`config.mk`:
```
export PLATFORM = sky130hd
export DESIGN_NAME = cart_bridge
export DESIGN_NICKNAME = d
export VERILOG_FILES = /design/src/rtl/cb_pkg.sv /design/src/rtl/cb_decode.sv /design/src/rtl/cb_ctrl.sv /design/src/rtl/cb_window.sv /design/src/rtl/cart_bridge.sv
export SDC_FILE = /design/constraint.sdc
export NUM_CORES = 1
export LEC_CHECK = 0
export ABC_CLOCK_PERIOD_IN_PS = 2860
export CAP_MARGIN = 10
export CORE_MARGIN = 3
export CORE_UTILIZATION = 36
export CTS_BUF_LIST = sky130_fd_sc_hd__clkbuf_8
export CTS_CLUSTER_DIAMETER = 40
export DETAILED_ROUTE_END_ITERATION = 8
export HOLD_SLACK_MARGIN = 0.12
export PLACE_DENSITY = 0.86
export REMOVE_ABC_BUFFERS = 1
export SLEW_MARGIN = 40
export SYNTH_ARGS = -nofsm -noshare
export SYNTH_HDL_FRONTEND = slang
export SYNTH_SLANG_ARGS = --single-unit
```
`constraint.sdc`:
```
create_clock -name clk -period 2.86 [get_ports clk]
set_input_delay 0.715 -clock clk [delete_from_list [all_inputs] [get_ports clk]]
set_output_delay 0.715 -clock clk [all_outputs]
set_load 0.01 [all_outputs]
```
`src/rtl/cb_pkg.sv`:
```
// Shared constants and types for the cartridge bridge.
// Assumes a byte-wide host port and a four-bit function field at the top of the address.
package cb_pkg;
    localparam int ADDR_W = 16;
    localparam int DATA_W = 8;
    localparam int FUNC_W = 4;
    localparam int CNT_W  = 2;

    localparam logic [DATA_W-1:0] CODE_ON     = 8'h84;
    localparam logic [DATA_W-1:0] CODE_OFF    = 8'hFE;
    localparam logic [DATA_W-1:0] STATUS_ON   = 8'h84;
    localparam logic [CNT_W-1:0]  CNT_FULL    = 2'd3;

    typedef enum logic [2:0] {
        FN_NONE = 3'd0,
        FN_CTRL = 3'd1,
        FN_BANK = 3'd2,
        FN_PWR  = 3'd3,
        FN_WIN  = 3'd4
    } func_e;
endpackage

```
`src/rtl/cb_decode.sv`:
```
// Maps the function nibble of the host address onto a function code.
// Assumes the window occupies the top quarter (nibbles 0xC..0xF).
module cb_decode
    import cb_pkg::*;
(
    input  logic [FUNC_W-1:0] func_nib,
    output func_e             func
);
    // Purely combinational nibble decode.
    always_comb begin
        unique case (func_nib)
            4'h8:                      func = FN_CTRL;
            4'hA:                      func = FN_BANK;
            4'hB:                      func = FN_PWR;
            4'hC, 4'hD, 4'hE, 4'hF:    func = FN_WIN;
            default:                   func = FN_NONE;
        endcase
    end
endmodule

```
`src/rtl/cb_ctrl.sv`:
```
// Holds the bridge state: on/off, bank, cartridge power and the reset-progress counter.
// Assumes one host access per cycle; the counter moves only on status reads.
module cb_ctrl
    import cb_pkg::*;
#(
    parameter int BANK_W = 2
) (
    input  logic              clk,
    input  logic              rst_n,
    input  logic              req,
    input  logic              we,
    input  func_e             func,
    input  logic [DATA_W-1:0] wdata,
    input  logic              present,
    output logic              en_q,
    output logic [BANK_W-1:0] bank_q,
    output logic              pwr_q,
    output logic [CNT_W-1:0]  cnt_q,
    output logic              rst_pulse_q
);
    localparam int                BANK_MAX  = (1 << BANK_W) - 1;
    localparam logic [BANK_W-1:0] BANK_TOP  = BANK_W'(BANK_MAX);

    logic [CNT_W-1:0] cnt_step;

    // Next counter value after a status read.
    always_comb begin
        cnt_step = cnt_q;
        if (cnt_q == 2'd3 && pwr_q)       cnt_step = 2'd2;
        else if (cnt_q == 2'd2 && !pwr_q) cnt_step = 2'd1;
        else if (cnt_q == 2'd1 && !pwr_q) cnt_step = 2'd0;
    end

    // Register updates for control, bank and power writes and status reads.
    always_ff @(posedge clk) begin
        if (!rst_n) begin
            en_q        <= 1'b0;
            bank_q      <= '0;
            pwr_q       <= 1'b0;
            cnt_q       <= CNT_FULL;
            rst_pulse_q <= 1'b0;
        end else begin
            rst_pulse_q <= 1'b0;
            if (req && we) begin
                case (func)
                    FN_CTRL: begin
                        if (wdata == CODE_OFF) begin
                            en_q <= 1'b0;
                        end else if (wdata == CODE_ON) begin
                            if (!en_q) begin
                                bank_q <= BANK_TOP;
                                cnt_q  <= '0;
                                pwr_q  <= 1'b0;
                            end
                            en_q <= 1'b1;
                        end
                    end
                    FN_BANK: begin
                        if (en_q) begin
                            if (int'(wdata) > BANK_MAX) bank_q <= '0;
                            else                        bank_q <= wdata[BANK_W-1:0];
                        end
                    end
                    FN_PWR: begin
                        if (wdata[0]) begin
                            if (present && !pwr_q) begin
                                pwr_q       <= 1'b1;
                                cnt_q       <= CNT_FULL;
                                rst_pulse_q <= 1'b1;
                            end
                        end else begin
                            pwr_q <= 1'b0;
                        end
                    end
                    default: ;
                endcase
            end else if (req && func == FN_PWR) begin
                cnt_q <= cnt_step;
            end
        end
    end
endmodule

```
`src/rtl/cb_window.sv`:
```
// Forms the banked cartridge address and the single-cycle strobes for window accesses.
// Assumes strobes are combinational from the request so an access completes in its own cycle.
module cb_window
    import cb_pkg::*;
#(
    parameter int BANK_W = 2
) (
    input  logic                       req,
    input  logic                       we,
    input  func_e                      func,
    input  logic                       en,
    input  logic                       present,
    input  logic [BANK_W-1:0]          bank,
    input  logic [ADDR_W-BANK_W-1:0]   off,
    input  logic [DATA_W-1:0]          wdata,
    output logic [ADDR_W-1:0]          cart_addr,
    output logic [DATA_W-1:0]          cart_wdata,
    output logic                       cart_rd,
    output logic                       cart_wr,
    output logic                       win_ok
);
    // Window is live only when the bridge is on and a cartridge sits in the slot.
    always_comb begin
        win_ok     = (func == FN_WIN) && en && present;
        cart_addr  = {bank, off};
        cart_wdata = wdata;
        cart_rd    = req && !we && win_ok;
        cart_wr    = req &&  we && win_ok;
    end
endmodule

```
`src/rtl/cart_bridge.sv`:
```
// Top of the cartridge bridge: decodes host accesses, keeps bridge state and
// returns registered read data one cycle after each read request.
// Assumes a single outstanding host access per cycle.
module cart_bridge
    import cb_pkg::*;
#(
    parameter int BANK_W = 2
) (
    input  logic              clk,
    input  logic              rst_n,
    input  logic              host_req,
    input  logic              host_we,
    input  logic [15:0]       host_addr,
    input  logic [7:0]        host_wdata,
    output logic [7:0]        host_rdata,
    input  logic              cart_present,
    input  logic [7:0]        cart_rdata,
    output logic [15:0]       cart_addr,
    output logic [7:0]        cart_wdata,
    output logic              cart_rd,
    output logic              cart_wr,
    output logic              cart_pwr,
    output logic              mapper_rst
);
    localparam int OFF_W = ADDR_W - BANK_W;

    func_e             func;
    logic              en_q;
    logic [BANK_W-1:0] bank_q;
    logic              pwr_q;
    logic [CNT_W-1:0]  cnt_q;
    logic              win_ok;
    logic [7:0]        rd_next;

    cb_decode u_dec (
        .func_nib (host_addr[ADDR_W-1 -: FUNC_W]),
        .func     (func)
    );

    cb_ctrl #(.BANK_W(BANK_W)) u_ctrl (
        .clk         (clk),
        .rst_n       (rst_n),
        .req         (host_req),
        .we          (host_we),
        .func        (func),
        .wdata       (host_wdata),
        .present     (cart_present),
        .en_q        (en_q),
        .bank_q      (bank_q),
        .pwr_q       (pwr_q),
        .cnt_q       (cnt_q),
        .rst_pulse_q (mapper_rst)
    );

    cb_window #(.BANK_W(BANK_W)) u_win (
        .req        (host_req),
        .we         (host_we),
        .func       (func),
        .en         (en_q),
        .present    (cart_present),
        .bank       (bank_q),
        .off        (host_addr[OFF_W-1:0]),
        .wdata      (host_wdata),
        .cart_addr  (cart_addr),
        .cart_wdata (cart_wdata),
        .cart_rd    (cart_rd),
        .cart_wr    (cart_wr),
        .win_ok     (win_ok)
    );

    assign cart_pwr = pwr_q;

    // Read-data select by function.
    always_comb begin
        unique case (func)
            FN_CTRL: rd_next = en_q ? STATUS_ON : 8'h00;
            FN_PWR:  rd_next = {en_q, 3'b000, cnt_q, 1'b0, pwr_q};
            FN_WIN:  rd_next = win_ok ? cart_rdata : 8'h00;
            default: rd_next = 8'h00;
        endcase
    end

    // Capture read data on each read request, hold it otherwise.
    always_ff @(posedge clk) begin
        if (!rst_n)                     host_rdata <= 8'h00;
        else if (host_req && !host_we)  host_rdata <= rd_next;
    end
endmodule

```
# --- Yosys cells after proc, flatten, opt, wreduce, memory -nomap -nowiden ---
# Cells that the tools add are included.
classes:
  order_cmp: 1
  n_mul: 0
  reduce_logical: 24
  bitwise_logic: 0
  n_eq_ne: 27
  n_mux: 30
  div_mod_pow: 0
  addsub: 0
  shift: 0
op_table:
  columns: ["op", "n"]
  rows:
  - ["$mux 2", 15]
  - ["$eq 4x4->1 const B", 7]
  - ["$pmux 8 s3", 1]
  - ["$ne 3x3->1 const B", 6]
  - ["$eq 8x8->1 const B", 2]
  - ["$mux 8", 2]
  - ["$pmux 3 s4", 1]
  - ["$reduce_and 6->1", 2]
  - ["$logic_and 1x1->1", 11]
  - ["$gt 8x2->1 const B", 1]
  - ["$mux 1", 8]
  - ["$pmux 2 s2", 2]
  - ["$reduce_and 8->1", 1]
  - ["$reduce_bool 2->1", 4]
  - ["$eq 3x2->1 const B", 2]
  - ["$eq 2x2->1 const B", 2]
  - ["$ne 2x1->1 const B", 2]
  - ["$ne 2x2->1 const B", 2]
  - ["$reduce_and 4->1", 1]
  - ["$reduce_bool 4->1", 1]
  - ["$reduce_or 4->1", 1]
  - ["$eq 3x1->1 const B", 1]
  - ["$eq 3x3->1 const B", 1]
  - ["$ne 3x2->1 const B", 1]
  - ["other kinds (4)", 5]
word_totals:
  out_inout_bits: 36
  wordCells: 88
  latch_bits: 0
  romBits: 0
  mem_count: 0
  inputBits: 37
  ff_bits: 15
  ram_bits: 0

# --- Logic depth before layout (Yosys ltp) ---
logic_depth:
  depth_word: 8
  depth_mapped: 6
  ltp_nobuf: 4

# --- Hierarchy ---
# Synthesis repeated with hierarchy kept, for this count alone.
hier_totals:
  cells_unflattened: 139
  area_unflattened_um2: 1148.6
by_module_without_submodules:
  columns: ["mod", "cells_each", "seq_area_each_um2", "n_inst", "area_each_um2"]
  rows:
  - ["cb_ctrl", 61, 140.1, 1, 501.7]
  - ["cart_bridge", 43, 160.2, 1, 385.4]
  - ["cb_window", 31, 0.0, 1, 224.0]
  - ["cb_decode", 4, 0.0, 1, 37.5]

# --- Least setup slack after synthesis ---
# Ideal clock, no wire load.
synth_path:
  path_kind: "in2reg"
  start: "input port host_wdata[3]"
  end: "register u_ctrl.bank_q[0]"
  t_arrival_ns: 2.269
  n_path_buf: 0
  setup_ns: 0.058
  slack_ns: 0.533
  required_ns: 2.802
  stages: 4
  path_cell_list: "or4_4 or4_4 a2111oi_4 o211a_1"
synth_via:
  elab_chain_cells: 4
  word_cells_on_any_way: 9
  cone_classes: "order compare: 1; eq/ne: 4; mux: 3; reduce/logical: 1"
synth_rtl:
  columns: ["element", "line", "source"]
  rows:
  - ["start, declared", "cart_bridge.sv:14", "input logic [7:0] host_wdata,"]
  - ["$gt 8x2->1", "cb_ctrl.sv:60", "if (int'(wdata) > BANK_MAX) bank_q <= '0;"]
  - ["$mux 2", "cb_ctrl.sv:60", null]
  - ["$mux 2", "cb_ctrl.sv:59", "if (en_q) begin"]
  - ["$pmux 2 s2", "cb_ctrl.sv:45", "case (func)"]
  - ["end signal, assigned", "cb_ctrl.sv:61", "else bank_q <= wdata[BANK_W-1:0];"]
  - ["end, declared", "cb_ctrl.sv:16", "output logic [BANK_W-1:0] bank_q,"]
# Several ways; a longest one is shown, not always the timed one. The select of a mux whose other input is x is not followed.
# A chain may end at the register's enable or synchronous reset.

# --- Worst setup path after layout ---
layout_path:
  start: "input port host_we"
  end: "output port cart_rd"
layout_via:
  elab_chain_cells: 3
layout_rtl:
  columns: ["element", "line", "source"]
  rows:
  - ["start, declared", "cart_bridge.sv:12", "input logic host_we,"]
  - ["$logic_not 1->1", "cb_window.sv:27", "cart_rd = req && !we && win_ok;"]
  - ["$logic_and 1x1->1 (2 in a row)", "cb_window.sv:27", null]
  - ["end, declared", "cart_bridge.sv:20", "output logic cart_rd,"]
# Every way passes these cells.

==> key figures <==
Clocking
  – Root buf cell: clkbuf_8
  – Skew-Pair Late Insertion Delay: 0.25 ns
  – CTS tree: built
  – Buffer depth of the longest clock path: 2
  – Reg clk slew, reported paths: about 0.06 ns
  – Hold-fix buffers at CTS: 0
  – Post-CTS Setup Bufs: 0
  – Clk sinks: 15
  – CTS Buf Count: 3
  – Cells resized by post-CTS repair: 0
  – H-Tree Level Count: 1

Final layout
  – Final instance area: between 0.0015 and 0.002 sq mm
  – Share of layout cells above drive strength 1: between 10% and 20%
  – Commonest non-fill, non-tap cell in the layout: clkdlybuf4s50_1
  – Finished Layout Cells: roughly 200
  – Area grow syn2layout: 45.59%
  – Nets: 205
  – Fin util: between 50 and 60%
  – Most frequent cells in the layout: clkdlybuf4s50_1 (48), dfxtp_1 (15), nand2_1 (14), buf_4 (14)
  – Ant diodes: 0

Power
  – Peak supply drop: around 0.22 mV
  – Cell-internal power: approximately 0.37 mW
  – Combinational share of power: 22.2%
  – Sw frac: about a quarter
  – Total chip power: 0.4951 mW
  – NetSw: between 0.1 and 0.15 mW
  – Flop pwr share: 43.3%
  – PwrDens: between 300 and 400 mW/mm^2
  – P_leak: 0.5738 nW
  – Clk network pwr share: ~35%

Critical path
  – Worst Path Required: about 2.1 ns
  – Largest fanout on the critical path: 4
  – Data arrival time of the worst path: about 2.0 ns
  – CP Launch Type: input pin
  – Endpoint class of the critical path: output pin
  – CP top delay family: buffers and inverters
  – CP Class: input pin to output pin
  – CP max-delay cell: clkdlybuf4s50_1
  – CP dominant cell by count: clkdlybuf4s50_1
  – Crit-path max cell delay: ~0.54 ns
  – Critical path, cell by cell: clkdlybuf4s50_1 > nand2b_1 > nor2_1 > clkdlybuf4s50_1
  – Worst Path Buf+Inv: 2

Floorplan
  – Core footprint: roughly 0.0028 sq mm
  – # rows: 19
  – Die H: about 60 um
  – Full die area: roughly 0.0036 sq mm
  – Chip Width: approximately 60 um
  – I/O pin cnt: 73
  – Initial core utilization: a little under two fifths

Logic synthesis
  – Synth Cell Area: between 0.001 and 0.0015 sq mm
  – Top cells by area, synth: dfxtp_1 (28%), buf_4 (16%), a21boi_0 (4.9%), nand2_1 (4.9%), o21ai_0 (3.3%)
  – Syn. warnings: 0
  – Post-synthesis sequential area ratio: approximately 28%
  – Cell variety after synth: 42
  – Mean Syn Cell Area: slightly above 8 sq um
  – Yosys top cell by area: dfxtp_1
  – Area share of the largest cell type after synthesis: 28.20%
  – Synthesized flop and latch total: 15
  – Cells after Synth: between 100 and 150

Place
  – PortBufs: 48
  – DP Cell Count: 194
  – Final Wtd Congestion: about 0.82
  – Pre-CTS WS: ~0.012 ns
  – Placed instance area: approximately 0.0015 sq mm
  – Detail Placement HPWL: about 2400 um

STA
  – Final Critical Period: 2.757 ns
  – Final worst slack: 0.1034 ns
  – RSZ-0062 raised after global routing: false
  – Setup total negative slack: 0 ns
  – Slew @ Worst Pin: around 0.57 ns
  – Final hold vios: 0
  – Worst-case hold slack: approximately 0.46 ns
  – Relative slew margins: 61.47%
  – Final Slew Violations: 0
  – Clk_skew: about 0.0012 ns
  – Final setup fails: 0
  – Max Clk Rate: between 0.3 and 0.4 GHz
  – Final Cycle Share: around 96%

Detailed routing
  – # DRC: 0
  – WL final: roughly 3000 um
  – Via-to-Cell Ratio: roughly 5.6
  – Routed len/inst: 15.28 um
  – Detail Route Antenna Nets: 0
  – Routed vias: between 1000 and 1500
  – First drt pass iteration count: 4
  – Iter 0 DRT Violations: 37

Outcome
  – Status: completed

Global route
  – First-pass GRT wire length: 4781 um
  – Total Routing Usage GR: 17.46%
  – Largest net degree at the start of global routing: 17
  – Vias in the first global route: 1097
  – Total gr overflow: 0
  – Initial antenna violation count: 0

Hold path
  – Worst hold path class: flop to flop

Flow run
  – Max-cap violation count: 0
==> Yosys cell counts <==
cell type and count:
nand2_1 14, nand2_2 1, nor4_1 2, a31oi_1 1, o41ai_1 1, nor4b_1 1
nand3b_1 1, or4_4 2, buf_4 22, a41oi_1 1, a222oi_1 1, and4b_1 1
a22oi_1 2, a41o_1 1, and2_1 3, o2111ai_1 1, o221a_2 1, dfxtp_1 15
a2111oi_4 1, a21boi_0 7, xnor2_1 1, o211a_1 2, mux2i_1 2, nand4_1 3
inv_1 3, and4_1 1, clkbuf_1 5, a2111oi_0 1, nand2b_1 2, nand4b_1 1
a21o_1 1, or3_2 1, nor3_1 2, nand3_1 6, a31o_2 1, o21ai_0 7
nor2b_1 3, or4bb_1 1, and3_1 1, nor2_1 3, or4b_1 1, o311ai_0 1
==> power by group through the flow <==
stage               combinational (mW)  sequential, mW  clock [mW]
floorplan                       0.0234           0.218           0
global placement                 0.106           0.219           0
detailed placement               0.109           0.219           0
CTS                              0.110           0.214       0.174
global route                     0.117           0.215       0.184
finish                           0.110           0.214       0.171
==> state kept, by name, summed over array words and instances (netlist names) <==
signal / cells
u_ctrl.rst_pulse_q: 1
u_ctrl.pwr_q: 1
host_rdata: 8
u_ctrl.cnt_q: 2
u_ctrl.en_q: 1
u_ctrl.bank_q: 2
==> metal layers <==
layer	track usage [%]	share of wire, %	vias to the layer above
li1	-	-	535
met3	7.660	11	6
met2	28.40	47	68
met1	19.97	41	495
met4	7.278	1.3	0
met5	0	0	-
==> kinds of logic after synthesis <==
logic type	Yosys count	synth area share, %
compound gates	30	23.27
simple gates	50	27.50
xor+xnor	1	0.8227
buf+inv	30	18.33
mux	2	1.880
flops	15	28.20
==> area by class of cell <==
class                   instances  area [sq um]
flip-flops and latches         15         300.3
inverters                       3         11.26
well taps                      31         38.79
clock buffers                   3         41.29
repair buffers                 62         585.6
multi-input cells              83         569.3
fillers                       275          1231
clock inverters                 1         3.754
==> worst paths after layout <==
path | from | end | slack [ns] | depth (start not counted)
setup / recovery | host_we | cart_rd | 0.10 | 4
hold / removal | host_rdata[1] | host_rdata[1] | 0.46 | 2
setup reg to reg | u_ctrl.en_q | u_ctrl.bank_q[0] | 1.30 | 3
hold reg to reg | host_rdata[1] | host_rdata[1] | 0.46 | 2
==> worst reg2reg max path: cells and delay by family, from the launching register on <==
kind	cells	cell delay [ns]
flip-flops	1	0.39
AND/OR/NAND/NOR	1	0.58
AO/OA/AOI/OAI	2	0.55
No activity file was read; power rests on OpenSTA's default activity.
